===== src/rtl/dcd_pkg.sv =====
package dcd_pkg;
  typedef enum logic [2:0] {
    ST_IDLE   = 3'd0,
    ST_ROW    = 3'd1,
    ST_READ   = 3'd2,
    ST_WRITE  = 3'd3,
    ST_NOP    = 3'd4,
    ST_CBR    = 3'd5,
    ST_HOLD   = 3'd6,
    ST_HIDDEN = 3'd7
  } dcd_state_e;

  localparam int unsigned NUM_LANES = 2;
endpackage


===== src/rtl/dcd_strobe_edges.sv =====
module dcd_strobe_edges #(
  parameter int unsigned LANES = 2
) (
  input  logic             clk_i,
  input  logic             rst_ni,
  input  logic             ras_n_i,
  input  logic [LANES-1:0] cas_n_i,
  output logic             ras_fall_o,
  output logic             ras_rise_o,
  output logic [LANES-1:0] cas_fell_o,
  output logic             cas_was_idle_o
);
  logic             ras_q;
  logic [LANES-1:0] cas_q;

  always_ff @(posedge clk_i or negedge rst_ni) begin
    if (!rst_ni) begin
      ras_q <= 1'b1;
      cas_q <= '1;
    end else begin
      ras_q <= ras_n_i;
      cas_q <= cas_n_i;
    end
  end

  assign ras_fall_o     = ras_q & ~ras_n_i;
  assign ras_rise_o     = ~ras_q & ras_n_i;
  assign cas_was_idle_o = &cas_q;

  for (genvar l = 0; l < LANES; l++) begin : g_lane
    assign cas_fell_o[l] = cas_q[l] & ~cas_n_i[l];
  end
endmodule


===== src/rtl/dcd_refresh_ctr.sv =====
module dcd_refresh_ctr #(
  parameter int unsigned ROW_W = 3
) (
  input  logic             clk_i,
  input  logic             rst_ni,
  input  logic             adv_i,
  output logic [ROW_W-1:0] ptr_o
);
  logic [ROW_W-1:0] ptr_q;

  always_ff @(posedge clk_i or negedge rst_ni) begin
    if (!rst_ni)    ptr_q <= '0;
    else if (adv_i) ptr_q <= ptr_q + ROW_W'(1);
  end

  assign ptr_o = ptr_q;

  a_r6_ptr_step: assert property (@(posedge clk_i) disable iff (!rst_ni)
    adv_i |=> ptr_o == ROW_W'($past(ptr_o) + ROW_W'(1)));
  a_r8_ptr_wrap: assert property (@(posedge clk_i) disable iff (!rst_ni)
    (adv_i && ptr_o == '1) |=> ptr_o == '0);
  a_r6_ptr_hold: assert property (@(posedge clk_i) disable iff (!rst_ni)
    !adv_i |=> $stable(ptr_o));
endmodule


===== src/rtl/dcd_lane_array.sv =====
module dcd_lane_array #(
  parameter int unsigned AW     = 6,
  parameter int unsigned LANES  = 2,
  parameter int unsigned LANE_W = 8
) (
  input  logic                    clk_i,
  input  logic [AW-1:0]           addr_i,
  input  logic [LANES-1:0]        be_i,
  input  logic [LANES*LANE_W-1:0] wdata_i,
  output logic [LANES*LANE_W-1:0] rdata_o
);
  localparam int unsigned DEPTH = 1 << AW;

  for (genvar l = 0; l < LANES; l++) begin : g_lane
    logic [LANE_W-1:0] mem_q [DEPTH];

    always_ff @(posedge clk_i) begin
      if (be_i[l]) mem_q[addr_i] <= wdata_i[l*LANE_W +: LANE_W];
    end

    assign rdata_o[l*LANE_W +: LANE_W] = mem_q[addr_i];
  end
endmodule


===== src/rtl/dcd_cycle_fsm.sv =====
module dcd_cycle_fsm
  import dcd_pkg::*;
#(
  parameter int unsigned ROW_W  = 3,
  parameter int unsigned COL_W  = 3,
  parameter int unsigned ADDR_W = 3,
  parameter int unsigned LANE_W = 8,
  localparam int unsigned AW    = ROW_W + COL_W,
  localparam int unsigned DW    = NUM_LANES * LANE_W
) (
  input  logic                 clk_i,
  input  logic                 rst_ni,
  input  logic                 ras_n_i,
  input  logic [NUM_LANES-1:0] cas_n_i,
  input  logic                 we_n_i,
  input  logic                 oe_n_i,
  input  logic [ADDR_W-1:0]    addr_i,
  input  logic                 ras_fall_i,
  input  logic                 ras_rise_i,
  input  logic [NUM_LANES-1:0] cas_fell_i,
  input  logic                 cas_was_idle_i,
  input  logic [DW-1:0]        rd_data_i,
  output logic [AW-1:0]        mem_addr_o,
  output logic [NUM_LANES-1:0] wr_be_o,
  output logic                 rfsh_adv_o,
  output logic [DW-1:0]        dq_o,
  output logic [NUM_LANES-1:0] dq_oe_o,
  output logic [2:0]           state_o,
  output logic                 cbr_err_o
);
  dcd_state_e           state_q, state_d;
  logic [ROW_W-1:0]     row_q;
  logic [COL_W-1:0]     col_q, col_eff;
  logic [DW-1:0]        dq_q, dq_d;
  logic [NUM_LANES-1:0] oe_q, oe_d;
  logic                 err_q;
  logic                 any_cas_low, in_row_cyc, in_rfsh, first_fall;

  assign any_cas_low = ~&cas_n_i;
  assign in_row_cyc  = state_q inside {ST_ROW, ST_READ, ST_WRITE, ST_NOP};
  assign in_rfsh     = state_q inside {ST_CBR, ST_HIDDEN};
  assign first_fall  = !ras_n_i && !ras_fall_i && in_row_cyc && cas_was_idle_i && any_cas_low;
  assign col_eff     = first_fall ? addr_i[COL_W-1:0] : col_q;
  assign mem_addr_o  = {row_q, col_eff};

  always_comb begin
    state_d = state_q;
    if (!ras_n_i) begin
      if (ras_fall_i)       state_d = any_cas_low ? ((state_q == ST_HOLD) ? ST_HIDDEN : ST_CBR) : ST_ROW;
      else if (in_rfsh)     state_d = state_q;
      else if (!any_cas_low) state_d = ST_ROW;
      else if (!we_n_i)     state_d = ST_WRITE;
      else if (!oe_n_i)     state_d = ST_READ;
      else                  state_d = ST_NOP;
    end else begin
      // read data survives a row strobe rise while a column strobe stays low
      if ((state_q inside {ST_READ, ST_HOLD, ST_HIDDEN}) && any_cas_low) state_d = ST_HOLD;
      else                                                                state_d = ST_IDLE;
    end
  end

  always_comb begin
    for (int l = 0; l < NUM_LANES; l++) begin
      wr_be_o[l] = (state_d == ST_WRITE) && (|cas_fell_i) && !cas_n_i[l];
      if (state_d == ST_READ)                         oe_d[l] = !cas_n_i[l];
      else if (state_d inside {ST_HOLD, ST_HIDDEN})   oe_d[l] = oe_q[l] && !cas_n_i[l];
      else                                            oe_d[l] = 1'b0;
    end
    dq_d = (state_d == ST_READ) ? rd_data_i : dq_q;
  end

  assign rfsh_adv_o = ras_rise_i && in_rfsh;

  always_ff @(posedge clk_i or negedge rst_ni) begin
    if (!rst_ni) begin
      state_q <= ST_IDLE;
      row_q   <= '0;
      col_q   <= '0;
      dq_q    <= '0;
      oe_q    <= '0;
      err_q   <= 1'b0;
    end else begin
      state_q <= state_d;
      dq_q    <= dq_d;
      oe_q    <= oe_d;
      if (ras_fall_i) begin
        err_q <= any_cas_low && !we_n_i;
        if (!any_cas_low) row_q <= addr_i[ROW_W-1:0];
      end
      if (first_fall) col_q <= addr_i[COL_W-1:0];
    end
  end

  assign state_o   = state_q;
  assign dq_o      = dq_q;
  assign dq_oe_o   = oe_q;
  assign cbr_err_o = err_q;

  a_r1_idle_quiet: assert property (@(posedge clk_i) disable iff (!rst_ni)
    state_q == ST_IDLE |-> dq_oe_o == '0);
  a_r2_row_quiet: assert property (@(posedge clk_i) disable iff (!rst_ni)
    state_q == ST_ROW |-> dq_oe_o == '0);
  a_r5_nop_quiet: assert property (@(posedge clk_i) disable iff (!rst_ni)
    state_q == ST_NOP |-> dq_oe_o == '0);
  a_r4_write_needs_strobes: assert property (@(posedge clk_i) disable iff (!rst_ni)
    |wr_be_o |-> (!we_n_i && !ras_n_i && !in_rfsh));
  a_r9_err_only_refresh: assert property (@(posedge clk_i) disable iff (!rst_ni)
    $rose(cbr_err_o) |-> (state_q inside {ST_CBR, ST_HIDDEN}));
  a_r10_hidden_data_stable: assert property (@(posedge clk_i) disable iff (!rst_ni)
    state_q == ST_HIDDEN |-> $stable(dq_o));
  a_r6_refresh_no_write: assert property (@(posedge clk_i) disable iff (!rst_ni)
    in_rfsh |-> wr_be_o == '0);
endmodule


===== src/rtl/dram_cycle_decoder.sv =====
module dram_cycle_decoder
  import dcd_pkg::*;
#(
  parameter int unsigned ROW_W  = 3,
  parameter int unsigned COL_W  = 3,
  parameter int unsigned LANE_W = 8,
  localparam int unsigned ADDR_W = (ROW_W > COL_W) ? ROW_W : COL_W,
  localparam int unsigned DW     = NUM_LANES * LANE_W
) (
  input  logic              clk_i,
  input  logic              rst_ni,
  input  logic              ras_n_i,
  input  logic              ucas_n_i,
  input  logic              lcas_n_i,
  input  logic              we_n_i,
  input  logic              oe_n_i,
  input  logic [ADDR_W-1:0] addr_i,
  input  logic [DW-1:0]     dq_i,
  output logic [DW-1:0]     dq_o,
  output logic [1:0]        dq_oe_o,
  output logic [2:0]        state_o,
  output logic [ROW_W-1:0]  rfsh_row_o,
  output logic              cbr_err_o
);
  localparam int unsigned AW = ROW_W + COL_W;

  logic [NUM_LANES-1:0] cas_n, cas_fell, wr_be;
  logic                 ras_fall, ras_rise, cas_was_idle, rfsh_adv;
  logic [AW-1:0]        mem_addr;
  logic [DW-1:0]        rd_data;

  assign cas_n = {ucas_n_i, lcas_n_i};

  dcd_strobe_edges #(.LANES(NUM_LANES)) u_edges (
    .clk_i          (clk_i),
    .rst_ni         (rst_ni),
    .ras_n_i        (ras_n_i),
    .cas_n_i        (cas_n),
    .ras_fall_o     (ras_fall),
    .ras_rise_o     (ras_rise),
    .cas_fell_o     (cas_fell),
    .cas_was_idle_o (cas_was_idle)
  );

  dcd_cycle_fsm #(
    .ROW_W (ROW_W), .COL_W (COL_W), .ADDR_W (ADDR_W), .LANE_W (LANE_W)
  ) u_fsm (
    .clk_i          (clk_i),
    .rst_ni         (rst_ni),
    .ras_n_i        (ras_n_i),
    .cas_n_i        (cas_n),
    .we_n_i         (we_n_i),
    .oe_n_i         (oe_n_i),
    .addr_i         (addr_i),
    .ras_fall_i     (ras_fall),
    .ras_rise_i     (ras_rise),
    .cas_fell_i     (cas_fell),
    .cas_was_idle_i (cas_was_idle),
    .rd_data_i      (rd_data),
    .mem_addr_o     (mem_addr),
    .wr_be_o        (wr_be),
    .rfsh_adv_o     (rfsh_adv),
    .dq_o           (dq_o),
    .dq_oe_o        (dq_oe_o),
    .state_o        (state_o),
    .cbr_err_o      (cbr_err_o)
  );

  dcd_refresh_ctr #(.ROW_W(ROW_W)) u_rfsh (
    .clk_i  (clk_i),
    .rst_ni (rst_ni),
    .adv_i  (rfsh_adv),
    .ptr_o  (rfsh_row_o)
  );

  dcd_lane_array #(.AW(AW), .LANES(NUM_LANES), .LANE_W(LANE_W)) u_array (
    .clk_i   (clk_i),
    .addr_i  (mem_addr),
    .be_i    (wr_be),
    .wdata_i (dq_i),
    .rdata_o (rd_data)
  );
endmodule


===== config.mk =====
export PLATFORM = sky130hd
export DESIGN_NAME = dram_cycle_decoder
export DESIGN_NICKNAME = d
export VERILOG_FILES = /design/src/rtl/dcd_pkg.sv /design/src/rtl/dcd_strobe_edges.sv /design/src/rtl/dcd_refresh_ctr.sv /design/src/rtl/dcd_lane_array.sv /design/src/rtl/dcd_cycle_fsm.sv /design/src/rtl/dram_cycle_decoder.sv
export SDC_FILE = /design/constraint.sdc
export NUM_CORES = 1
export LEC_CHECK = 0
export BUFFER_PORTS_ARGS = -buffer_cell sky130_fd_sc_hd__buf_4
export CAP_MARGIN = 0
export CELL_PAD_IN_SITES_DETAIL_PLACEMENT = 0
export CELL_PAD_IN_SITES_GLOBAL_PLACEMENT = 1
export CORE_MARGIN = 2
export CORE_UTILIZATION = 34
export CTS_CLUSTER_SIZE = 10
export DETAILED_ROUTE_END_ITERATION = 8
export PLACE_DENSITY = 0.53
export SYNTH_ARGS = -nofsm -noshare
export SYNTH_HDL_FRONTEND = slang
export SYNTH_SLANG_ARGS = --single-unit

===== constraint.sdc =====
create_clock -name clk_i -period 6 [get_ports clk_i]
set_clock_uncertainty 0.15 [all_clocks]
set_input_delay 0.9 -clock clk_i [delete_from_list [all_inputs] [get_ports clk_i]]
set_output_delay 0.9 -clock clk_i [all_outputs]
set_load 0.005 [all_outputs]

* Word-level counts from Yosys, hierarchy flattened
Memory sizes are Yosys's and may differ from the RTL's. A register that Yosys moved wholly into a read port is not among the register bits.
Cells that the tools add are included.
** Cells by class
- $add $sub $neg :: 1
- $mul :: 0
- Div/mod/pow operators :: 0
- Order comparisons :: 0
- Equal/unequal tests :: 11
- Shift operators :: 0
- Multiplexer cells :: 18
- Bitwise operators :: 8
- Reductions and logical operators :: 28
** Operators by type and width (number)
- 3-bit 2-to-1 mux :: 9
- 3-bit equality test (second input constant) :: 6
- 3-bit by 2-bit equality test with 1-bit output (second input constant) :: 4
- 1-bit logical AND :: 12
- 1-bit logical NOT :: 8
- 1-bit 2-to-1 mux :: 8
- 1-bit AND :: 4
- 1-bit inverter :: 4
- 2-bit AND reduction :: 2
- 2-bit nonzero test :: 2
- 4-bit nonzero test :: 1
- 3-bit by 1-bit adder with 3-bit output (second input constant) :: 1
- 3-bit by 1-bit equality test with 1-bit output (second input constant) :: 1
- 3-bit AND reduction :: 1
- 3-bit nonzero test :: 1
- 2-bit 2-to-1 mux :: 1
- 2-bit OR reduction :: 1
** Storage, ports and cells
- Bits in registers :: 18
- Latch bits :: 0
- Bits in writable memories :: 1024
- Bits in read-only memories :: 0
- Bits of input ports :: 26
- Logic and storage cells :: 76
- Memories :: 2
** Memory list
- u_array.g_lane[0].mem_q :: depth 64, bits a word 8, rd ports 1, clocked after Yosys merged registers in 1, write ports 1, RTL line dcd_lane_array.sv:15 : logic [LANE_W-1:0] mem_q [DEPTH];
- u_array.g_lane[1].mem_q :: depth 64, bits a word 8, rd ports 1, clocked after Yosys merged registers in 1, write ports 1, RTL line dcd_lane_array.sv:15

* Depth between registers and ports, before layout
Gate-level depths: netlist of run 1.
- Depth after elaboration :: 11
- Depth in mapped cells :: 13

* Cells and area by module
A second synthesis of run 1 with hierarchy kept.
** Second synthesis, totals
- Cell total of the unflattened synthesis :: 2441
- Area, all modules :: 41312.1 um^2
** Modules (own cells, without submodules)
- dcd_lane_array :: times used 1, cells each 2335, area an instance 39837.0 um^2
- dcd_cycle_fsm :: times used 1, cells each 90, area an instance 1238.7 um^2
- dcd_refresh_ctr :: times used 1, cells each 8, area an instance 123.9 um^2
- dcd_strobe_edges :: times used 1, cells each 8, area an instance 112.6 um^2

* Worst setup path after synthesis of run 1
OpenSTA, ideal clock, no wires.
- Kind :: input to register
- Start :: input ucas_n_i
- End :: register u_fsm.dq_q[1], in the netlist u_fsm.dq_o[1], read port of u_array.g_lane[0].mem_q
- Library setup time :: 0.138 ns
- Arrival :: 3.387 ns
- Data required time :: 5.712 ns
- Setup slack :: 2.325 ns
- Cell stages on the path :: 11
- Path buffers :: 3
- Cells stage by stage :: and2_1 > buf_6 > o41a_1 > nor2_1 > buf_2 > buf_2 > mux2_2 > a2111oi_1 > o22ai_1 > o41ai_2 > o211ai_1
** On the way
- Longest elaborated chain between the ends :: 6
- Elaborated cells between the ends (all ways) :: 12
** Ends and longest elaborated chain
- start, declared :: RTL line dram_cycle_decoder.sv:13 : input logic ucas_n_i,
- 2-bit AND reduction (*) :: RTL line dcd_cycle_fsm.sv:39 : assign any_cas_low = ~&cas_n_i;
- 3-bit 2-to-1 mux / 1-bit logical NOT (equally long branches) :: RTL line dcd_cycle_fsm.sv:51, dcd_cycle_fsm.sv:39
- 3-bit 2-to-1 mux / 1-bit logical AND (equally long branches) :: RTL line dcd_cycle_fsm.sv:50, dcd_cycle_fsm.sv:57
- 3-bit 2-to-1 mux, on equally long branches :: RTL line dcd_cycle_fsm.sv:49, dcd_cycle_fsm.sv:57
- 3-bit 2-to-1 mux :: RTL line dcd_cycle_fsm.sv:48 : if (!ras_n_i) begin
- 3-bit by 2-bit equality test with 1-bit output :: RTL line dcd_cycle_fsm.sv:69 : dq_d = (state_d == ST_READ) ? rd_data_i : dq_q;
- end, declared :: RTL line dcd_cycle_fsm.sv:34 : logic [DW-1:0] dq_q, dq_d;
Mark *: on every way between the ends. The rest lies on a longest branch, timed or not.
A chain may end at the register's enable or synchronous reset.

* Final worst setup path of run 1
- Start :: register u_fsm.state_q[2], in the netlist u_fsm.state_o[2]
- End :: register u_fsm.dq_q[9], in the netlist u_fsm.dq_o[9], read port of u_array.g_lane[1].mem_q
** On the way
- Longest elaborated chain between the ends :: 6
- Elaborated cells between the ends (all ways) :: 22
** Ends and longest elaborated chain
- start, declared :: RTL line dcd_cycle_fsm.sv:31 : dcd_state_e state_q, state_d;
- start signal, assigned :: RTL line dcd_cycle_fsm.sv:83 : state_q <= state_d;
- 3-bit equality test, or another cell as far along :: RTL line dcd_cycle_fsm.sv:41 : assign in_rfsh = state_q inside {ST_CBR, ST_HIDDEN};
- 2-bit nonzero test, or another cell as far along :: RTL line dcd_cycle_fsm.sv:41
- 3-bit 2-to-1 mux, or another cell as far along :: RTL line dcd_cycle_fsm.sv:50 : else if (in_rfsh) state_d = state_q;
- 3-bit 2-to-1 mux, or another cell as far along :: RTL line dcd_cycle_fsm.sv:49 : if (ras_fall_i) state_d = any_cas_low ? ((state_q == ST_HOLD) ? ST_HIDDEN : ST_CBR) : ST_ROW;
- 3-bit 2-to-1 mux / 1-bit logical AND (equally long branches) :: RTL line dcd_cycle_fsm.sv:48, dcd_cycle_fsm.sv:42
- 3-bit by 2-bit equality test with 1-bit output / 3-bit 2-to-1 mux (equally long branches)
Several ways; a longest one is shown, not always the timed one.

==> metrics, run 1 <==
slowest cell delay on critical path 0.72 ns; share of the synthesized area in the top cell type 75.9%; crit-path max FO 24; final wirelength 127 mm; Die Y 349 microns; fin nets 2565; Max-Cap Viols 0; Psw 0.00511 W; Area contributors post-synth edfxtp_1, mux2i_1, a22oi_1; Max Buffers Root-to-Sink 3; Pwr Total 0.0180 W; Sequential Power Share 46.5%; Layout area overhead 14.3%; post-route ant nets 0; Post-synth EDFFs 1024; min Tclk post-route 4.72 ns; syn_area_per_cell 16.5 sq um; Comb power frac 17.5%; Initial Utilization 34.3%; worst vdd ir 0.238 mV; cells after synthesis 2451; first-pass GRT wire length 180 mm; RSZ-0062 raised after global routing no; Post-CTS Resized 0; share of cells above drive strength 1 11.5%; vias in the first global route 23618; fillers 10618; CTS tree built; Post-synth ARST share 3.21%; cts hold-fix bufs 0; Worst EP arrival 5.11 ns; detailed placement HPWL 76.7 mm; WL/cell 30.7 microns; Netlist Area Pre-Place 40500 sq um; Fin Setup TNS 0 ns; Synth Area in XOR/XNOR 0.0432%; routability cong. 0.804; Post-Synth Simple-Gate Area 4.80%; post-synthesis sequential area ratio 78.0%; final design utilization 39.2%; initial DRC count 2857; H-Tree Depth 3; multiplexer share of the synthesized area 3.99%; Pint 0.0129 W; Synthesized Nets 2478; Synth Area in Compound Gates 11.3%; Netlist cell types 77; CTS buffer count 119; final hold viol count 0; Commonest cells post-synth edfxtp_1, nor2_1, a22oi_1; Site Rows 126; full die area 122000 sq um; clock transition at the registers of the reported paths 0.06 ns; Worst setup SP type register; Clock Sinks 1058; Die X 349 microns; cell taking the most area after synthesis edfxtp_1; max-slew violation count 0; post-CTS setup buffers 0; I/O pin total 51; CP Class reg2reg; gr usage total 20.7%; power per cell area 389 nW/um^2; maximum clock frequency 212 MHz; Ys Warns 0; register-to-register path setup slack 1.28 ns; Critical Path RT 6.39 ns; vias 23564; Critical Path End Type register; largest family of logic cells by synthesized area compound AO/OA/AOI/OAI gates; Hold Crit Class in2async; worst skew pair latency 0.71 ns; switch share 28.4%; Leak 14.9 nW; Adder-Cell Fraction of Synth Area 0.0309%; clock root cell clkbuf_16; antenna violations before repair 5; core area 118000 sq um; Port Buffer Count 50; Clock Power Share 36.0%; Final Setup Violations 0; actual slew at the worst max-slew pin 1.26 ns; Yosys reg bits 1058; Remaining DRCs 0; outcome completed; Rel. slew slack 15.6%; slowest CP cell mux2i_4; Tcrit/Tclk final 78.7%; Post-synth top flop edfxtp_1; TritonRoute pass-1 iters 7; DR vias/cell 5.69; Congestion Overflow GR 0; largest net degree at the start of global routing 95; crit-path cells nor3_1, or4_4, mux2i_4, buf_4, a21oi_1, o41ai_1, o211ai_1, nor4_1, a31oi_1; count leader, synth edfxtp_1
## cells in the final DEF, fill, tap and decap left out, types with 31 or more instances in the layout
| cell type | count |
|---|---|
| edfxtp_1 | 1024 |
| nor2_1 | 159 |
| a22oi_1 | 157 |
| nand2_1 | 148 |
| mux2i_1 | 131 |
| clkbuf_16 | 121 |
| buf_4 | 104 |
| a21oi_1 | 85 |
| o21ai_0 | 67 |
| a22o_1 | 67 |
| a221oi_1 | 62 |
| o22ai_1 | 61 |
| clkbuf_1 | 52 |
| nand3_1 | 51 |
| a31oi_1 | 45 |
| dfrtp_1 | 31 |
## registers in the layout, indices dropped and copies added, names as in the netlist
signal,count
u_fsm.row_q,3
u_edges.ras_q,1
u_fsm.state_o,3
u_fsm.col_q,3
u_edges.cas_q,2
u_fsm.dq_oe_o,2
u_fsm.dq_o,16
u_rfsh.ptr_o,3
u_array.g_lane.mem_q,1024
u_fsm.cbr_err_o,1
## cell families after synthesis
group | after synthesis
AND/OR/NAND/NOR | 438
AO/OA/AOI/OAI | 639
buffers and inverters | 159
adder cells (fa/ha/maj) | 1
multiplexers | 154
XOR/XNOR | 2
flip-flops | 1058
## routing by layer
layer	GRT usage [%]	part of all wire (%)	vias to the layer above
met2	32.6	47	866
met5	0	0.010	-
li1	-	-	10053
met3	2.86	5.8	198
met1	29.5	45	12445
met4	6.70	2.8	2
## path summary, 6_finish.rpt
check	start	to	cells after the start
min in group clk_i	lcas_n_i	u_edges.cas_q[0]	1
worst max register to register	u_fsm.state_o[2]	u_fsm.dq_o[9]	9
worst max-delay path	u_fsm.state_o[2]	u_fsm.dq_o[9]	9
worst min-delay path	rst_ni	u_fsm.state_o[0]	1
worst min register to register	u_rfsh.ptr_o[2]	u_rfsh.ptr_o[2]	1
max in group asynchronous	rst_ni	u_fsm.dq_o[13]	1
## metrics by stage
stage               hold WS [ns]  area [sq um]  instances  worst slack, ns
global placement           0.311         43000       3952            0.142
detailed placement         0.328         43000       3953            0.820
finish                    0.0688         46300       4139             1.28
CTS                       0.0553         46300       4138             1.24
global route              0.0805         46300       4138             1.03
floorplan                  0.315         40500       2451             2.32
## power groups by stage
stage	logic [W]	registers (W)	clock network, W
global placement	0.00314	0.00852	0
CTS	0.00315	0.00837	0.00659
global route	0.00332	0.00837	0.00688
detailed placement	0.00315	0.00852	0
floorplan	0.00168	0.00841	0
finish	0.00314	0.00837	0.00648
## worst max-delay path: cells and delay by family, from the launching register on
family	cells	cell delay, ns
simple gates	3	1.58
compound gates	4	1.18
mux	1	0.72
flops	1	0.47
buf+inv	1	0.44
## layout make-up
type | count | area, sq um | area share (%)
diodes | 1 | 2.50 | 0.00541
clock buffers | 176 | 3260 | 7.05
clock inverters | 9 | 66.3 | 0.143
inverters | 8 | 30.0 | 0.0649
multi-input cells | 1234 | 8380 | 18.1
flip-flops and latches | 1058 | 31600 | 68.3
well taps | 1536 | 1920 | 4.15
repair buffers | 117 | 1030 | 2.22
(Power assumes the default switching activity.)
==> run 2, diff against run 1 <==
==> constraint.sdc (replaced) <==
create_clock -name clk_i -period 4.8 [get_ports clk_i]
set_clock_uncertainty 0.15 [all_clocks]
set_input_delay 0.72 -clock clk_i [delete_from_list [all_inputs] [get_ports clk_i]]
set_output_delay 0.72 -clock clk_i [all_outputs]
set_load 0.005 [all_outputs]
==> metrics, run 2 (synthesis gave the netlist of run 1 again) <==
Port Buffer Count 50 (unchanged); Max Buffers Root-to-Sink 3 (unchanged); r2r startpoint u_edges.cas_q[1]; final wirelength 129 mm (+1.6%); TritonRoute pass-1 iters 6 (-1); Remaining DRCs 0 (unchanged); full die area 122000 sq um (unchanged); CP Class in2reg; crit-path max FO 24 (unchanged); detailed placement HPWL 81.0 mm (+5.6%); largest net degree at the start of global routing 65 (-32%); worst vdd ir 0.297 mV (+25%); Die Y 349 microns (unchanged); Worst setup SP type primary input; fin nets 2717 (+5.9%); I/O pin total 51 (unchanged); DR vias/cell 5.62 (-1.2%); grt met3 use 3.85% (+0.98 points); routability cong. 0.824 (+2.4%); Setup crit start ucas_n_i; max-slew violation count 0 (unchanged); maximum clock frequency 218 MHz; final hold viol count 0 (unchanged); Fin Setup TNS 0 ns (unchanged); min-delay src we_n_i; power per cell area 480 nW/um^2 (+24%); most frequent cells in the layout edfxtp_1, buf_4, nor2_1; Most flops, register u_array.g_lane.mem_q; core area 118000 sq um (unchanged); max reg flops 1024 (unchanged); Congestion Overflow GR 0 (unchanged); Worst EP arrival 5.03 ns (-0.08 ns); Hold Worst Slack 0.0602 ns (-0.00864 ns); Site Rows 126 (unchanged); Tcrit/Tclk final 95.7%; Max-Cap Viols 0 (unchanged); Initial Utilization 34.3% (unchanged); Critical Path RT 5.24 ns (-1.15 ns); outcome completed; vias in the first global route 24155 (+2.3%); grt met2 use 33.1% (+0.51 points); Final Setup Violations 0 (unchanged); gr busiest metal met2; Clock Sinks 1058 (unchanged); Final Cell Area 47700 sq um (+3.0%); CTS buffer count 118 (-0.84%); Die X 349 microns (unchanged); RSZ-0062 raised after global routing no; post-route ant nets 0 (unchanged); clock transition at the registers of the reported paths 0.06 ns (about the same); gr usage total 21.0% (+0.37 points); worst skew pair latency 0.73 ns (+0.02 ns); met1 global-route usage 29.6% (+0.12 points); clock root cell clkbuf_16; Layout area overhead 17.6%; area of placed instances 44100 sq um (+2.8%); Leak 15.8 nW (+6.0%); vias 24303 (+3.1%); antenna violations before repair 3 (-2); Critical Path End Type register; CTS tree built; WL/cell 29.8 microns (-2.7%); initial DRC count 2467 (-14%); min Tclk post-route 4.59 ns; actual slew at the worst max-slew pin 1.10 ns (-0.157 ns); Hold Crit Class in2reg; first-pass GRT wire length 183 mm (+1.4%); commonest non-fill, non-tap cell in the layout edfxtp_1; share of cells above drive strength 1 16.3% (+4.7 points); Rel. slew slack 26.2% (+11 points); H-Tree Depth 3 (unchanged)
run 2: cell types whose count changed in the layout (fill, tap and decap cells not counted), sizes merged:
cell,previous run,this run
inv,11,12
clkinv,6,5
clkbuf,176,205
buf,117,266
dlygate4sd3,0,4
diode,1,2
run 2: path summary, 6_finish.rpt:
check / end / slack, ns / cells past startpoint
worst max-delay path: u_fsm.dq_o[9] / 0.21 / 12
worst min-delay path: u_fsm.cbr_err_o / 0.06 / 2
worst max register to register: u_fsm.dq_o[9] / 0.32 / 10
worst min register to register: u_rfsh.ptr_o[2] / 0.34 / 1
max in group asynchronous: u_fsm.dq_o[8] / 3.61 / 2
min in group asynchronous: u_fsm.dq_oe_o[0] / 0.41 / 2
run 2: per-layer routing:
layer / up-vias / wire (microns)
li1: 10413 / -
met1: 12642 / 55900
met2: 1049 / 60000
met3: 197 / 9550
met4: 2 / 3550
met5: - / 10
run 2: stage by stage:
step | utilization, % | cells | power, W | worst slack (ns)
2_1_floorplan | - | 2451 | 0.0126 | 1.30
4_1_cts | 40.3 | 4320 | 0.0230 | 0.0416
5_1_grt | 40.4 | 4320 | 0.0236 | 0.115
6_report | 40.4 | 4322 | 0.0229 | 0.207
3_3_place_gp | 37.4 | 4102 | 0.0148 | -0.190
3_5_place_dp | 37.4 | 4102 | 0.0148 | -0.207
run 2: area by class of cell:
| cell class | count | area [sq um] |
|---|---|---|
| clock buffer | 205 | 3350 |
| fill | 10605 | 70400 |
| multi-input combinational | 1234 | 8380 |
| inverter | 8 | 30.0 |
| tap | 1536 | 1920 |
| clock inverter | 9 | 103 |
| timing repair buffer | 270 | 2260 |
| antenna | 2 | 5.00 |
| sequential | 1058 | 31600 |
run 2: where the power goes:
group / internal (W) / switching, W
logic: 0.00140 / 0.00274
clock network: 0.00469 / 0.00358
registers: 0.0103 / 0.000218
total: 0.0163 / 0.00654
run 2: worst max-delay path, stage by stage:
cell           delay (ns)
dlygate4sd3_1        0.53
buf_4                0.16
and2_1               0.17
or4_4                0.77
buf_4                0.30
mux2i_4              0.50
buf_12               0.26
a21oi_1              0.06
a2111oi_0            0.73
o211ai_1             0.32
nor4_1               0.34
a31oi_1              0.11
run 2: what timing repair did:
item	4_1_cts	5_1_grt
hold buffers	4	0
setup endpoints to repair	0	1
hold endpoints to repair	34	0
resized for setup	0	2
setup buffers	0	0
==> run 3, diff against run 2 <==
--- a/config.mk
+++ b/config.mk
@@ -14,6 +14,7 @@
 export CTS_CLUSTER_SIZE = 10
 export DETAILED_ROUTE_END_ITERATION = 8
 export PLACE_DENSITY = 0.53
+export RECOVER_POWER = 50
 export SYNTH_ARGS = -nofsm -noshare
 export SYNTH_HDL_FRONTEND = slang
 export SYNTH_SLANG_ARGS = --single-unit
==> metrics, run 3 (synthesis gave the netlist of run 1 again) <==
outcome finished, violations left; violated checks capacitance limit, slew limit; Leak 15.7 nW (-0.49%); r2r startpoint u_edges.cas_q[1]; worst vdd ir 0.299 mV (+0.76%); clock transition at the registers of the reported paths 0.06 ns (about the same); share of cells above drive strength 1 15.4% (-0.83 points); worst skew pair latency 0.73 ns (about the same); Port Buffer Count 50 (unchanged); Hold Crit Class in2reg; Max Buffers Root-to-Sink 3 (unchanged); CP Class in2reg; vias 24209 (-0.39%); largest net degree at the start of global routing 65 (unchanged); Setup crit start ucas_n_i; TritonRoute pass-1 iters 7 (+1); Placed Instances 4102 (unchanged); antenna violations before repair 4 (+1); Max-Cap Viols 17 (+17); clock root cell clkbuf_16; initial DRC count 2492 (+1.0%); post-CTS setup buffers 0 (unchanged); Worst setup SP type primary input; Post-Layout Cell Count 4321 (-0.023%); Die Y 349 microns (unchanged); power per cell area 481 nW/um^2 (+0.22%); Die X 349 microns (unchanged); Initial Utilization 34.3% (unchanged); gr usage total 21.0% (unchanged); full die area 122000 sq um (unchanged); max reg flops 1024 (unchanged); Congestion Overflow GR 0 (unchanged); most frequent cells in the layout edfxtp_1, buf_4, nor2_1; vias in the first global route 24155 (unchanged); CTS tree built; final wirelength 129 mm (about the same); Rel. slew slack -137% (-160 points); crit-path max FO 24 (unchanged); Critical Path RT 5.24 ns (about the same); first-pass GRT wire length 183 mm (unchanged); Clock Sinks 1058 (unchanged); routability cong. 0.824 (unchanged); Layout area overhead 17.4%; WL/cell 29.8 microns (about the same); Final Setup Violations 0 (unchanged); post-route ant nets 0 (unchanged); final hold viol count 0 (unchanged); min-delay src we_n_i; H-Tree Depth 3 (unchanged); Hold Worst Slack 0.0571 ns (-0.00307 ns); Worst EP arrival 5.08 ns (+0.05 ns); min Tclk post-route 4.65 ns (+0.0545 ns); DR vias/cell 5.60 (-0.36%); max-slew violation count 1075 (+1075); Critical Path End Type register; actual slew at the worst max-slew pin 3.55 ns (+2.45 ns); Most flops, register u_array.g_lane.mem_q; maximum clock frequency 215 MHz (-1.2%); detailed placement HPWL 81.0 mm (unchanged); core area 118000 sq um (unchanged); RSZ-0062 raised after global routing no; CTS buffer count 118 (unchanged); Tcrit/Tclk final 96.8% (+1.1 points); Site Rows 126 (unchanged); fin nets 2717 (unchanged); fillers 10627 (+0.21%); Fin Setup TNS 0 ns (unchanged); Remaining DRCs 0 (unchanged); I/O pin total 51 (unchanged); commonest non-fill, non-tap cell in the layout edfxtp_1
## run 3: cell types whose count changed in the layout (fill, tap and decap cells not counted), sizes merged
cell | before | now
diode | 2 | 1
clkbuf | 205 | 226
buf | 266 | 245
## run 3: final cells by class
| cell class | count | area, sq um | area share [%] |
|---|---|---|---|
| multi-input cells | 1234 | 8380 | 17.6 |
| well taps | 1536 | 1920 | 4.04 |
| flip-flops and latches | 1058 | 31600 | 66.4 |
| clock buffers | 205 | 3350 | 7.04 |
| diodes | 1 | 2.50 | 0.00526 |
| inverters | 8 | 30.0 | 0.0631 |
| repair buffers | 270 | 2180 | 4.59 |
| clock inverters | 9 | 103 | 0.216 |
## run 3: repair_timing
item	CTS	global route
resized for setup	0	2
hold endpoints to repair	34	0
hold buffers	4	0
endpoints found under the setup margin	0	1
## run 3: stage by stage
| stage | worst slack (ns) | cell area, sq um | power (W) | utilization, % |
|---|---|---|---|---|
| CTS | 0.0416 | 47600 | 0.0230 | 40.3 |
| floorplan | 1.30 | 40500 | 0.0126 | - |
| global route | 0.0629 | 47600 | 0.0237 | 40.3 |
| detailed placement | -0.207 | 44100 | 0.0148 | 37.4 |
| global placement | -0.190 | 44100 | 0.0148 | 37.4 |
| finish | 0.153 | 47600 | 0.0229 | 40.3 |
## run 3: final timing paths
kind	slack (ns)	endpoint	cells past startpoint
setup / recovery	0.15	u_fsm.dq_o[9]	12
hold / removal	0.06	u_fsm.cbr_err_o	2
setup reg to reg	0.31	u_fsm.dq_o[9]	10
hold reg to reg	0.34	u_rfsh.ptr_o[2]	1
max in group asynchronous	1.72	u_fsm.dq_o[8]	2
min in group asynchronous	1.23	u_rfsh.ptr_o[2]	2
## run 3: metal layers
metal | global-route usage, % | routed length (microns) | vias to the layer above | share of wire [%]
met5 | 0 | 23 | - | 0.018
met4 | 6.49 | 3620 | 4 | 2.8
met3 | 3.85 | 9400 | 203 | 7.3
met2 | 33.1 | 59800 | 997 | 46
met1 | 29.6 | 56100 | 12593 | 44
li1 | - | - | 10412 | -
## run 3: report_power, final
| part | switching, W | internal, W | total [W] |
|---|---|---|---|
| sequential | 0.000216 | 0.0103 | 0.0105 |
| combinational | 0.00273 | 0.00139 | 0.00412 |
| clock | 0.00359 | 0.00469 | 0.00827 |
## run 3: critical path, stage by stage
cell and delay (ns):
dlygate4sd3_1 0.53, clkbuf_1 0.17, and2_1 0.21, or4_4 0.77, buf_4 0.30, mux2i_4 0.50
buf_12 0.26, a21oi_1 0.06, a2111oi_0 0.74, o211ai_1 0.32, nor4_1 0.33, a31oi_1 0.11
